==> config.mk <==
export PLATFORM = sky130hd
export DESIGN_NAME = xpSerialPort
export DESIGN_NICKNAME = d
export VERILOG_FILES = /design/src/rtl/xpPkg.sv /design/src/rtl/xpScanCtrl.sv /design/src/rtl/xpScanDatapath.sv /design/src/rtl/xpSerialPort.sv
export SDC_FILE = /design/constraint.sdc
export NUM_CORES = 1
export LEC_CHECK = 0
export BUFFER_PORTS_ARGS = -buffer_cell sky130_fd_sc_hd__buf_2
export CORE_ASPECT_RATIO = 0.7
export CORE_UTILIZATION = 60
export CTS_CLUSTER_DIAMETER = 100
export DETAILED_ROUTE_END_ITERATION = 7
export PLACE_DENSITY = 0.83
export REMOVE_ABC_BUFFERS = 1
export SETUP_SLACK_MARGIN = 0.4
export SYNTH_ARGS = -nofsm -noshare
export SYNTH_HDL_FRONTEND = slang
export SYNTH_SLANG_ARGS = --single-unit
==> constraint.sdc <==
create_clock -name clk -period 3.05 [get_ports clk]
set_input_delay 0.4575 -clock clk [delete_from_list [all_inputs] [get_ports clk]]
set_output_delay 0.4575 -clock clk [all_outputs]
set_load 0.05 [all_outputs]
==> src/rtl/xpPkg.sv <==
package xpPkg;
  typedef struct packed {
    logic shiftCmd;
    logic capture;
    logic shiftScan;
    logic writeCmd;
  } xpStrobeT;
endpackage

==> src/rtl/xpScanCtrl.sv <==
module xpScanCtrl
  import xpPkg::*;
(
  input  logic     portEnable,
  input  logic     scanMode,
  input  logic     wordLoad,
  output xpStrobeT strobes
);
  always_comb begin
    strobes = '0;
    if (portEnable) begin
      if (scanMode) begin
        strobes.shiftScan = 1'b1;
      end else begin
        strobes.shiftCmd = 1'b1;
        strobes.capture  = 1'b1;
        strobes.writeCmd = wordLoad;
      end
    end
  end
endmodule

==> src/rtl/xpScanDatapath.sv <==
module xpScanDatapath
  import xpPkg::*;
#(
  parameter int NUM_SLICES = 37,
  parameter int FIELD_W    = 7,
  parameter int LATCH_W    = 6
) (
  input  logic                          clk,
  input  logic                          rstN,
  input  xpStrobeT                      strobes,
  input  logic                          scanMode,
  input  logic                          shiftIn,
  input  logic [NUM_SLICES*LATCH_W-1:0] latchFlat,
  output logic                          shiftOut,
  output logic                          shadowWe,
  output logic [FIELD_W-1:0]            shadowAddr,
  output logic [FIELD_W-1:0]            shadowData,
  output logic                          shadowOff
);
  localparam int WORD_W = 2 * FIELD_W;
  localparam int SCAN_W = NUM_SLICES * FIELD_W;
  localparam logic [FIELD_W-1:0] OFF_CODE = '1;
  localparam logic [FIELD_W-1:0] ADDR_LIMIT = FIELD_W'(NUM_SLICES);

  logic [WORD_W-1:0]  cmdSr;
  logic [WORD_W-1:0]  nextWord;
  logic [FIELD_W-1:0] addrField;
  logic [FIELD_W-1:0] dataField;
  logic               addrValid;
  logic [SCAN_W-1:0]  scanSr;
  logic [SCAN_W-1:0]  capImg;

  assign nextWord  = {cmdSr[WORD_W-2:0], shiftIn};
  assign addrField = nextWord[WORD_W-1:FIELD_W];
  assign dataField = nextWord[FIELD_W-1:0];
  assign addrValid = addrField < ADDR_LIMIT;

  for (genvar s = 0; s < NUM_SLICES; s++) begin : gSlice
    if (FIELD_W > LATCH_W) begin : gPad
      assign capImg[s*FIELD_W +: FIELD_W] =
        {{(FIELD_W-LATCH_W){1'b0}}, latchFlat[s*LATCH_W +: LATCH_W]};
    end else begin : gNoPad
      assign capImg[s*FIELD_W +: FIELD_W] = latchFlat[s*LATCH_W +: FIELD_W];
    end
  end

  always_ff @(posedge clk or negedge rstN) begin
    if (!rstN) begin
      cmdSr <= '0;
    end else if (strobes.shiftCmd) begin
      cmdSr <= nextWord;
    end
  end

  always_ff @(posedge clk or negedge rstN) begin
    if (!rstN) begin
      scanSr <= '0;
    end else if (strobes.capture) begin
      scanSr <= capImg;
    end else if (strobes.shiftScan) begin
      scanSr <= {scanSr[SCAN_W-2:0], 1'b0};
    end
  end

  always_ff @(posedge clk or negedge rstN) begin
    if (!rstN) begin
      shadowWe   <= 1'b0;
      shadowOff  <= 1'b0;
      shadowAddr <= '0;
      shadowData <= '0;
    end else begin
      shadowWe  <= strobes.writeCmd && addrValid;
      shadowOff <= strobes.writeCmd && addrValid && (dataField == OFF_CODE);
      if (strobes.writeCmd && addrValid) begin
        shadowAddr <= addrField;
        shadowData <= dataField;
      end
    end
  end

  assign shiftOut = scanMode ? scanSr[SCAN_W-1] : cmdSr[WORD_W-1];
endmodule

==> src/rtl/xpSerialPort.sv <==
module xpSerialPort
  import xpPkg::*;
#(
  parameter int NUM_SLICES = 37,
  parameter int FIELD_W    = 7,
  parameter int LATCH_W    = 6
) (
  input  logic                          clk,
  input  logic                          rstN,
  input  logic                          portEnable,
  input  logic                          scanMode,
  input  logic                          wordLoad,
  input  logic                          shiftIn,
  input  logic [NUM_SLICES*LATCH_W-1:0] latchFlat,
  output logic                          shiftOut,
  output logic                          shadowWe,
  output logic [FIELD_W-1:0]            shadowAddr,
  output logic [FIELD_W-1:0]            shadowData,
  output logic                          shadowOff
);
  xpStrobeT strobes;

  xpScanCtrl uCtrl (
    .portEnable (portEnable),
    .scanMode   (scanMode),
    .wordLoad   (wordLoad),
    .strobes    (strobes)
  );

  xpScanDatapath #(
    .NUM_SLICES (NUM_SLICES),
    .FIELD_W    (FIELD_W),
    .LATCH_W    (LATCH_W)
  ) uPath (
    .clk        (clk),
    .rstN       (rstN),
    .strobes    (strobes),
    .scanMode   (scanMode),
    .shiftIn    (shiftIn),
    .latchFlat  (latchFlat),
    .shiftOut   (shiftOut),
    .shadowWe   (shadowWe),
    .shadowAddr (shadowAddr),
    .shadowData (shadowData),
    .shadowOff  (shadowOff)
  );
endmodule

==> results of run 1 <==
==> logic make-up (layout without fill, tap and decap cells) <==
kind of cell,count (synthesis),count (layout)
other,0,6
AO/OA/AOI/OAI,265,265
multiplexers,247,247
AND/OR/NAND/NOR,267,267
buffers and inverters,130,341
flip-flops,289,289
==> critical path, stage by stage <==
cell	delay (ps)
buf_8	350
mux2_2	380
buf_2	210
==> per-layer routing <==
| layer | share of wire | vias up | track usage | wire length, microns |
|---|---|---|---|---|
| li1 | - | 4493 | - | - |
| met1 | 0.45 | 4310 | 0.341 | 11900 |
| met2 | 0.46 | 251 | 0.391 | 12200 |
| met3 | 0.075 | 46 | 0.0650 | 2000 |
| met4 | 0.017 | 6 | 0.0527 | 447 |
| met5 | 0.0015 | - | 0 | 40 |
==> synthesized netlist by cell type (all sizes together) <==
master / count / area [sq um]
nor3: 1 / 5.00
mux2: 26 / 319
nand4: 1 / 6.26
o22ai: 1 / 6.26
buf: 41 / 199
nor2: 222 / 833
o21ai: 40 / 200
dfrtp: 289 / 7230
and2: 1 / 6.26
a21oi: 222 / 1110
inv: 40 / 150
nand2: 2 / 7.51
clkbuf: 49 / 184
nand3: 38 / 190
and4bb: 1 / 16.3
a31oi: 1 / 6.26
nand2b: 1 / 6.26
mux2i: 221 / 2210
o211ai: 1 / 21.3
==> sequential cells by signal (all words and copies together) (netlist names) <==
| name | flops |
|---|---|
| uPath.shadowAddr | 7 |
| uPath.scanSr | 259 |
| uPath.shadowWe | 1 |
| uPath.shadowData | 7 |
| uPath.cmdSr | 14 |
| uPath.shadowOff | 1 |
==> through the flow <==
stage | hold WS [ps] | power, W | instance area (sq um) | std cells
2_1_floorplan | 162 | 0.00587 | 12300 | 1108
3_3_place_gp | 421 | 0.00652 | 14100 | 1639
3_5_place_dp | 419 | 0.00662 | 14100 | 1639
4_1_cts | 150 | 0.00992 | 15000 | 1685
5_1_grt | 205 | 0.0103 | 15000 | 1686
6_report | 170 | 0.00985 | 15000 | 1691
==> power breakdown <==
group          total (W)  internal (W)  switching, W  leakage, nW
logic            0.00175      0.000731       0.00102         3.49
registers        0.00481       0.00443      0.000382         3.30
clock network    0.00328       0.00191       0.00137        0.418
total            0.00985       0.00707       0.00277         7.21
==> layout make-up <==
| type | instances | area (sq um) |
|---|---|---|
| Tap cell | 276 | 345 |
| Clock buffer | 40 | 774 |
| Antenna cell | 6 | 15.0 |
| Inverter | 40 | 150 |
| Timing Repair Buffer | 256 | 1430 |
| Clock inverter | 5 | 75.1 |
| Multi-Input combinational cell | 779 | 4950 |
| Fill cell | 1487 | 5780 |
| Sequential cell | 289 | 7230 |
==> path summary, 6_finish.rpt <==
| path | from | end | slack, ps |
|---|---|---|---|
| worst max register to register | uPath.cmdSr[8] | uPath.shadowData[2] | 1360 |
| max in group asynchronous | rstN | uPath.scanSr[179] | 1790 |
| min in group asynchronous | rstN | uPath.shadowAddr[1] | 470 |
| worst min register to register | uPath.shadowAddr[6] | uPath.shadowAddr[6] | 490 |
| worst min-delay path | latchFlat[0] | uPath.scanSr[0] | 170 |
| worst max-delay path | scanMode | shiftOut | 1190 |
==> impl_results.md, run 1 <==
* Vias in the first global route at 8785
* Commonest non-fill, non-tap cell in the layout: dfrtp_1
* CTS Buf Count at 27
* VDD IR max at 0.000471 V
* Largest net degree at the start of global routing at 199
* Gr ovfl total at 0
* Starting DRT DRC Count at 765
* TritonCTS clock tree: yes
* RePlAce Congestion at 0.785
* Hold Path Class: in -> reg
* Core area at between 0.02 and 0.025 sq mm
* WP data required at 2590 ps
* Post-Route Setup TNS at 0 ps
* Crit share post-route at 0.611
* Post-cts sizing count at 0
* Mux cell area share after synthesis at 0.199
* Power Density at 658 mW/mm^2
* Syn avg cell area at ~11 sq um
* Adder-cell share of the synthesized area at 0
* Number of cells on the worst hold path at 3
* Routed wire length at 26600 microns
* CTS H-Tree Depth at 1
* CTS clock-pin slew for the worst setup and hold paths at 60 ps
* Crit path max fanout at 52
* Max-slew violation count at 0
* Final WS setup at between 1000 and 1500 ps
* Layout Nets at 1621
* Synth unique cells at 22
* Layout Skew at 9.24 ps
* Post-synthesis compound-gate area fraction at 0.106
* Critical path type: in -> out
* Vias/cell at 5.38
* Ports at 245
* Post-Syn Area at about 0.013 sq mm
* RSZ-0062 raised after global routing: false
* First-pass DRT Iterations at 5
* Fmax at 537 MHz
* Initial Util at 0.612
* WP data arrival at approximately 1400 ps
* Clock latency on the worst-skew pair at 520 ps
* Final setup fails at 0
* Die area at 0.0218 sq mm
* DP Worst Slack at 1080 ps
* CTS Buffer Depth at 3
* Die width at around 180 microns
* Outcome: finished clean
* Commonest non-fill, non-tap cells in the layout: 289 x dfrtp_1, 241 x buf_2, 222 x nor2_1, 222 x a21oi_1, 221 x mux2i_1
* Vias at slightly above 9000
* R2r worst-path depth at 3
* Initial antenna violation count at 10
* Synth Instances at 1198
* DRT antenna net count at 0
* Seq/Total Area, Yosys at 0.569
* Cell at the root of the clock tree: clkbuf_16
* First-pass GRT wire length at 42800 microns
* Simple-gate share of the synthesized area at 0.0843
* Synthesis-to-finish area growth at 17.8%
* Remaining DRCs at 0
* Pleak at 7.21 nW
* Worst-Margin Slew at 741 ps
* Fin. Hold Viols at 0
* Number of I/O port buffers at 244
* Average wire per standard cell at 15.7 microns
* Cell row count at 44
* Synth Area in XOR/XNOR at 0
* Total GRT Usage at 0.245
* Clk sinks at 289
* CP startpoint kind: primary input
* Main combinational cell family by area after synthesis: multiplexers
* Max-cap violations at 0
* Slew HR at 0.506
* Layout cells sized above 1 at 0.227
* Hold buffers post-CTS at 1
* Chip Height at approximately 120 microns
* Yosys reg bits at 289
* DP Wirelength at 17300 microns
* CP endpoint kind: output pin
* Final period demand of the worst path at 1860 ps
* Setup repair bufs after CTS at 0
* Post-layout util at 0.721
* Warnings, synthesis at 0
(Power assumes the default switching activity.)
==> run 2, diff against run 1 <==
--- a/config.mk
+++ b/config.mk
@@ -7,10 +7,10 @@
 export LEC_CHECK = 0
 export BUFFER_PORTS_ARGS = -buffer_cell sky130_fd_sc_hd__buf_2
 export CORE_ASPECT_RATIO = 0.7
-export CORE_UTILIZATION = 60
+export CORE_UTILIZATION = 56
 export CTS_CLUSTER_DIAMETER = 100
 export DETAILED_ROUTE_END_ITERATION = 7
-export PLACE_DENSITY = 0.83
+export PLACE_DENSITY = 0.78
 export REMOVE_ABC_BUFFERS = 1
 export SETUP_SLACK_MARGIN = 0.4
 export SYNTH_ARGS = -nofsm -noshare
==> constraint.sdc (replaced) <==
create_clock -name clk -period 1.8 [get_ports clk]
set_input_delay 0.27 -clock clk [delete_from_list [all_inputs] [get_ports clk]]
set_output_delay 0.27 -clock clk [all_outputs]
set_load 0.05 [all_outputs]
==> impl_results.md, run 2 (synthesized netlist as in run 1, its figures left out) <==
* CTS clock-pin slew for the worst setup and hold paths at 70 ps
* Worst-path cell with the longest stage delay: dfrtp_1
* Critical path type: reg -> out
* Sw Share at 0.284
* Cell at the root of the clock tree: clkbuf_16
* WP data arrival at about 1400 ps
* Vias/cell at between 5 and 6
* Cell row count at 45
* Post-layout util at 0.704
* Final setup fails at 0
* Crit share post-route at 0.908
* Number of I/O port buffers at ~240
* Largest register FFs at 259
* Max-slew violation count at 0
* FF-to-FF Start: uPath.cmdSr[12]
* Final period demand of the worst path at 1640 ps
* Cell Chain, Critical Path: mux2_4, buf_6
* Largest registers: uPath.scanSr (259), uPath.cmdSr (14)
* Remaining DRCs at 0
* RSZ-0062 raised after global routing: true
* Largest net degree at the start of global routing at 164
* Fmax at 612 MHz
* Layout Nets at 1649
* Hold Path Class: in -> reg
* Hold path start: shiftIn
* Fin. Hold Viols at 0
* VDD IR max at 0.000775 V
* Largest stage delay, worst path at 390 ps
* Final cell count without fillers at 1729
* Slew HR at 0.514
* Gr ovfl total at 0
* R2r worst-path depth at 3
* Clock Power Share at 0.333
* Layout cells sized above 1 at 0.249
* CTS H-Tree Depth at 1
* Clock latency on the worst-skew pair at ~520 ps
* Layout Skew at ~7.6 ps
* Synthesis-to-finish area growth at 21.5%
* Power Density at 1130 mW/mm^2
* Hold Path End: uPath.shadowData[0]
* Post-Route Setup TNS at 0 ps
* Internal at ~0.013 W
* Final instance area at between 0.015 and 0.02 sq mm
* CP endpoint kind: output pin
* Switching Power at 0.00497 W
* Number of cells on the worst hold path at 2
* Total GRT Usage at 0.236
* Die area at 0.0233 sq mm
* DP Cell Count at 1661
* Max-cap violations at 0
* First-pass DRT Iterations at 6
* First-pass GRT wire length at 44600 microns
* Crit path max fanout at 2
* Placed instance area at around 0.014 sq mm
* Combinational power share at 0.199
* CP startpoint kind: register
* Commonest non-fill, non-tap cell in the layout: dfrtp_1
* CTS Buf Count at 27
* Starting DRT DRC Count at ~680
* Commonest non-fill, non-tap cells in the layout: 288 x dfrtp_1, 225 x buf_2, 222 x nor2_1, 222 x a21oi_1, 221 x mux2i_1
* RR Endpoint: uPath.shadowData[6]
* Hold_ws at 37.4 ps
* RePlAce Congestion at 0.804
* DRT antenna net count at 0
* Clk sinks at 289
* Chip Height at between 100 and 150 microns
* Worst-Margin Slew at 730 ps
* WP data required at 1530 ps
* DP Wirelength at about 18000 microns
* Initial antenna violation count at 11
* Die width at between 150 and 200 microns
* Core area at 0.0220 sq mm
* Vias in the first global route at 8973
* Vias at 9283
* Average wire per standard cell at 15.9 microns
* Initial Util at 0.579
* CTS Buffer Depth at 3
* FF-to-FF setup slack at 390 ps
* Pleak at 7.45 nW
* Outcome: finished clean
* Top reg by flops: uPath.scanSr
* Seq pwr share at 0.468
* Ports at 245
* Routed wire length at 27500 microns
* TritonCTS clock tree: yes
run 2: cell types whose count changed in the layout (fill, tap and decap cells not counted), moves of 2 or more:
cell / delta
o21ai_0: -2
buf_6: +12
clkinv_2: +4
clkbuf_1: -5
buf_4: +25
buf_2: -16
mux2_2: -6
mux2_4: +6
o21ai_4: +2
buf_12: +4
run 2: power groups by stage:
stage / Clock, W / Combinational (W) / Sequential, W
6_report: 0.00584 / 0.00348 / 0.00820
5_1_grt: 0.00621 / 0.00381 / 0.00831
2_1_floorplan: 0 / 0.00139 / 0.00856
3_5_place_dp: 0 / 0.00303 / 0.00823
3_3_place_gp: 0 / 0.00293 / 0.00818
4_1_cts: 0.00596 / 0.00333 / 0.00815
run 2: through the flow:
step	power [W]	setup slack [ps]
6_report	0.0175	165
5_1_grt	0.0183	137
4_1_cts	0.0174	170
3_5_place_dp	0.0113	145
3_3_place_gp	0.0111	206
2_1_floorplan	0.00995	347
run 2: layer usage:
layer	global-route usage	part of all wire	wire [microns]	up-vias
li1	-	-	-	4574
met5	0	0.0019	51	-
met4	0.0450	0.015	408	8
met2	0.365	0.44	12100	242
met1	0.340	0.48	13100	4418
met3	0.0611	0.066	1810	41
run 2: area by class of cell:
class | instances | area [sq um]
Antenna cell | 7 | 17.5
Inverter | 40 | 150
Timing Repair Buffer | 283 | 1770
Sequential cell | 289 | 7230
Fill cell | 1592 | 6510
Tap cell | 282 | 353
Clock inverter | 12 | 141
Clock buffer | 36 | 769
Multi-Input combinational cell | 780 | 5010
run 2: worst max path at each step:
stage                            startpoint             endpoint  slack, ps  depth (start not counted)
after detailed placement     uPath.cmdSr[8]  uPath.shadowData[4]        140                          3
after floorplan              uPath.cmdSr[7]  uPath.shadowData[2]        350                          3
after global placement       uPath.cmdSr[8]  uPath.shadowData[2]        210                          3
after global routing        uPath.cmdSr[13]             shiftOut        140                          2
after CTS                 uPath.scanSr[258]             shiftOut        170                          2
final                     uPath.scanSr[258]             shiftOut        160                          2
run 2: what timing repair did:
item / CTS / global route
gates resized for setup: 28 / 15
hold endpoints to repair: 48 / 0
pin swaps: 1 / 3
setup endpoints to repair: 29 / 23
buffers inserted: 5 / 5
cloned: 1 / 0
hold buffers: 2 / 0
run 2: worst max-delay path: cells and delay by family, from the launching register on:
| kind | cells | cell delay [ps] |
|---|---|---|
| DFF | 1 | 390 |
| muxes | 1 | 290 |
| buffers and inverters | 1 | 160 |
==> run 3, diff against run 2 <==
--- a/config.mk
+++ b/config.mk
@@ -7,10 +7,10 @@
 export LEC_CHECK = 0
 export BUFFER_PORTS_ARGS = -buffer_cell sky130_fd_sc_hd__buf_2
 export CORE_ASPECT_RATIO = 0.7
-export CORE_UTILIZATION = 56
+export CORE_UTILIZATION = 55
 export CTS_CLUSTER_DIAMETER = 100
 export DETAILED_ROUTE_END_ITERATION = 7
-export PLACE_DENSITY = 0.78
+export PLACE_DENSITY = 0.76
 export REMOVE_ABC_BUFFERS = 1
 export SETUP_SLACK_MARGIN = 0.4
 export SYNTH_ARGS = -nofsm -noshare
==> constraint.sdc (replaced) <==
create_clock -name clk -period 1.9 [get_ports clk]
set_input_delay 0.285 -clock clk [delete_from_list [all_inputs] [get_ports clk]]
set_output_delay 0.285 -clock clk [all_outputs]
set_load 0.05 [all_outputs]
==> impl_results.md, run 3 (synthesized netlist as in run 1, its figures left out) <==
* WP data arrival at 1330 ps
* CTS clock-pin slew for the worst setup and hold paths at ~60 ps
* First-pass DRT Iterations at 5
* Commonest non-fill, non-tap cells in the layout: 289 x dfrtp_1, 237 x buf_2, 222 x nor2_1, 222 x a21oi_1, 221 x mux2i_1
* First-pass GRT wire length at between 40000 and 50000 microns
* Initial antenna violation count at 11
* Total GRT Usage at 0.219
* Number of I/O port buffers at between 200 and 250
* Largest register FFs at 259
* Crit share post-route at 0.851
* Die area at 0.0237 sq mm
* Hold Path End: uPath.scanSr[53]
* Largest registers: uPath.scanSr (259), uPath.cmdSr (14)
* DRT antenna net count at 0
* Clk sinks at 289
* Vias/cell at 5.26
* Power Density at about 1000 mW/mm^2
* Core area at 0.0227 sq mm
* Cell row count at 46
* Fmax at 619 MHz
* Vias at 9185
* Routed wire length at approximately 26000 microns
* Clock latency on the worst-skew pair at 540 ps
* CTS H-Tree Depth at 1
* Outcome: finished clean
* Average wire per standard cell at 14.9 microns
* Slew HR at 0.579
* VDD IR max at between 0.0007 and 0.0008 V
* Die width at 184 microns
* RSZ-0062 raised after global routing: true
* Largest net degree at the start of global routing at 164
* WP data required at 1620 ps
* TritonCTS clock tree: yes
* Multi-input gate area at 0.00495 sq mm
* CTS Buf Count at 28
* Hold Path Class: in -> reg
* Ports at 245
* Remaining DRCs at 0
* Initial Util at 0.561
* Hold path start: latchFlat[46]
* CP startpoint kind: register
* Chip Height at 129 microns
* Layout cells sized above 1 at 0.236
* RR Endpoint: uPath.shadowAddr[4]
* R2r worst-path depth at 4
* Gr ovfl total at 0
* RePlAce Congestion at between 0.7 and 0.8
* Max-slew violation count at 0
* Post-layout util at 0.672
* FF-to-FF Start: uPath.cmdSr[12]
* DP Wirelength at 17200 microns
* Top reg by flops: uPath.scanSr
* Commonest non-fill, non-tap cell in the layout: dfrtp_1
* Starting DRT DRC Count at around 570
* Layout Skew at 8.95 ps
* Cell at the root of the clock tree: clkbuf_16
* Number of cells on the worst hold path at 3
* Layout Nets at approximately 1600
* Critical path type: reg -> out
* FF-to-FF setup slack at 460 ps
* Crit path max fanout at 2
* Area occupied by registers at 0.00723 sq mm
* CTS Buffer Depth at 3
* Final setup fails at 0
* Fill cells at 1809
* Pleak at approximately 7.3 nW
* Vias in the first global route at 8747
* Post-Route Setup TNS at 0 ps
* Fin. Hold Viols at 0
* Max-cap violations at 0
* Worst-Margin Slew at 632 ps
* Synthesis-to-finish area growth at 20.0%
* Final period demand of the worst path at between 1500 and 2000 ps
* CP endpoint kind: output pin
[run 3: cell types whose count changed in the layout (fill, tap and decap cells not counted), sizes merged]
cell         previous run  this run
diode                   7         6
bufinv                  3         0
clkinvlp                1         0
clkbuf                 37        48
buf                   280       264
dlygate4sd3             2         3
o211ai                  2         1
clkinv                  8         4
[run 3: critical path, stage by stage, from the launching register on]
cell     delay [ps]
dfrtp_1         380
mux2_4          270
buf_8           150
[run 3: timing repair]
item / in CTS / in global routing
gates resized for setup: 6 / 4
pin swaps: 1 / 0
hold endpoints to repair: 47 / 0
endpoints found under the setup margin: 13 / 11
setup buffers: 3 / 0
hold buffers: 3 / 0
[run 3: metal layers]
metal / global-route usage / routed length (microns) / part of all wire / vias up
met3: 0.0646 / 1860 / 0.071 / 49
met5: 0 / 70 / 0.0027 / -
met4: 0.0461 / 486 / 0.019 / 10
met1: 0.315 / 12300 / 0.47 / 4360
met2: 0.330 / 11400 / 0.44 / 228
li1: - / - / - / 4538
[run 3: area by class of cell]
type                       instances  share of cell area
clock buffer                      45              0.0568
antenna                            6            0.000985
multi-input combinational        779               0.325
timing repair buffer             270               0.106
tap                              312              0.0256
sequential                       289               0.474
clock inverter                     4             0.00131
inverter                          40             0.00985
[run 3: worst max path at each step]
stage / startpoint / to / slack (ps) / cells after the start
after global routing: uPath.cmdSr[13] / shiftOut / 250 / 2
after CTS: uPath.scanSr[258] / shiftOut / 270 / 2
after detailed placement: uPath.cmdSr[8] / uPath.shadowData[5] / 240 / 3
after floorplan: uPath.cmdSr[7] / uPath.shadowData[2] / 450 / 3
final: uPath.scanSr[258] / shiftOut / 280 / 2
after global placement: uPath.cmdSr[7] / uPath.shadowData[2] / 310 / 3
[run 3: through the flow]
| stage | total power [W] | instance area, sq um | setup WS (ps) | hold WS, ps | cells |
|---|---|---|---|---|---|
| global route | 0.0167 | 15200 | 245 | 39.1 | 1741 |
| detailed placement | 0.0106 | 14300 | 243 | 239 | 1684 |
| CTS | 0.0161 | 15200 | 275 | 26.4 | 1739 |
| finish | 0.0159 | 15200 | 284 | 41.0 | 1745 |
| floorplan | 0.00943 | 12300 | 447 | -10.6 | 1108 |
| global placement | 0.0105 | 14300 | 308 | 239 | 1684 |
[run 3: report_power, final]
part | switching [W] | total (W) | internal, W
sequential | 0.000593 | 0.00771 | 0.00711
combinational | 0.00164 | 0.00288 | 0.00125
clock | 0.00223 | 0.00532 | 0.00309
total | 0.00446 | 0.0159 | 0.0114
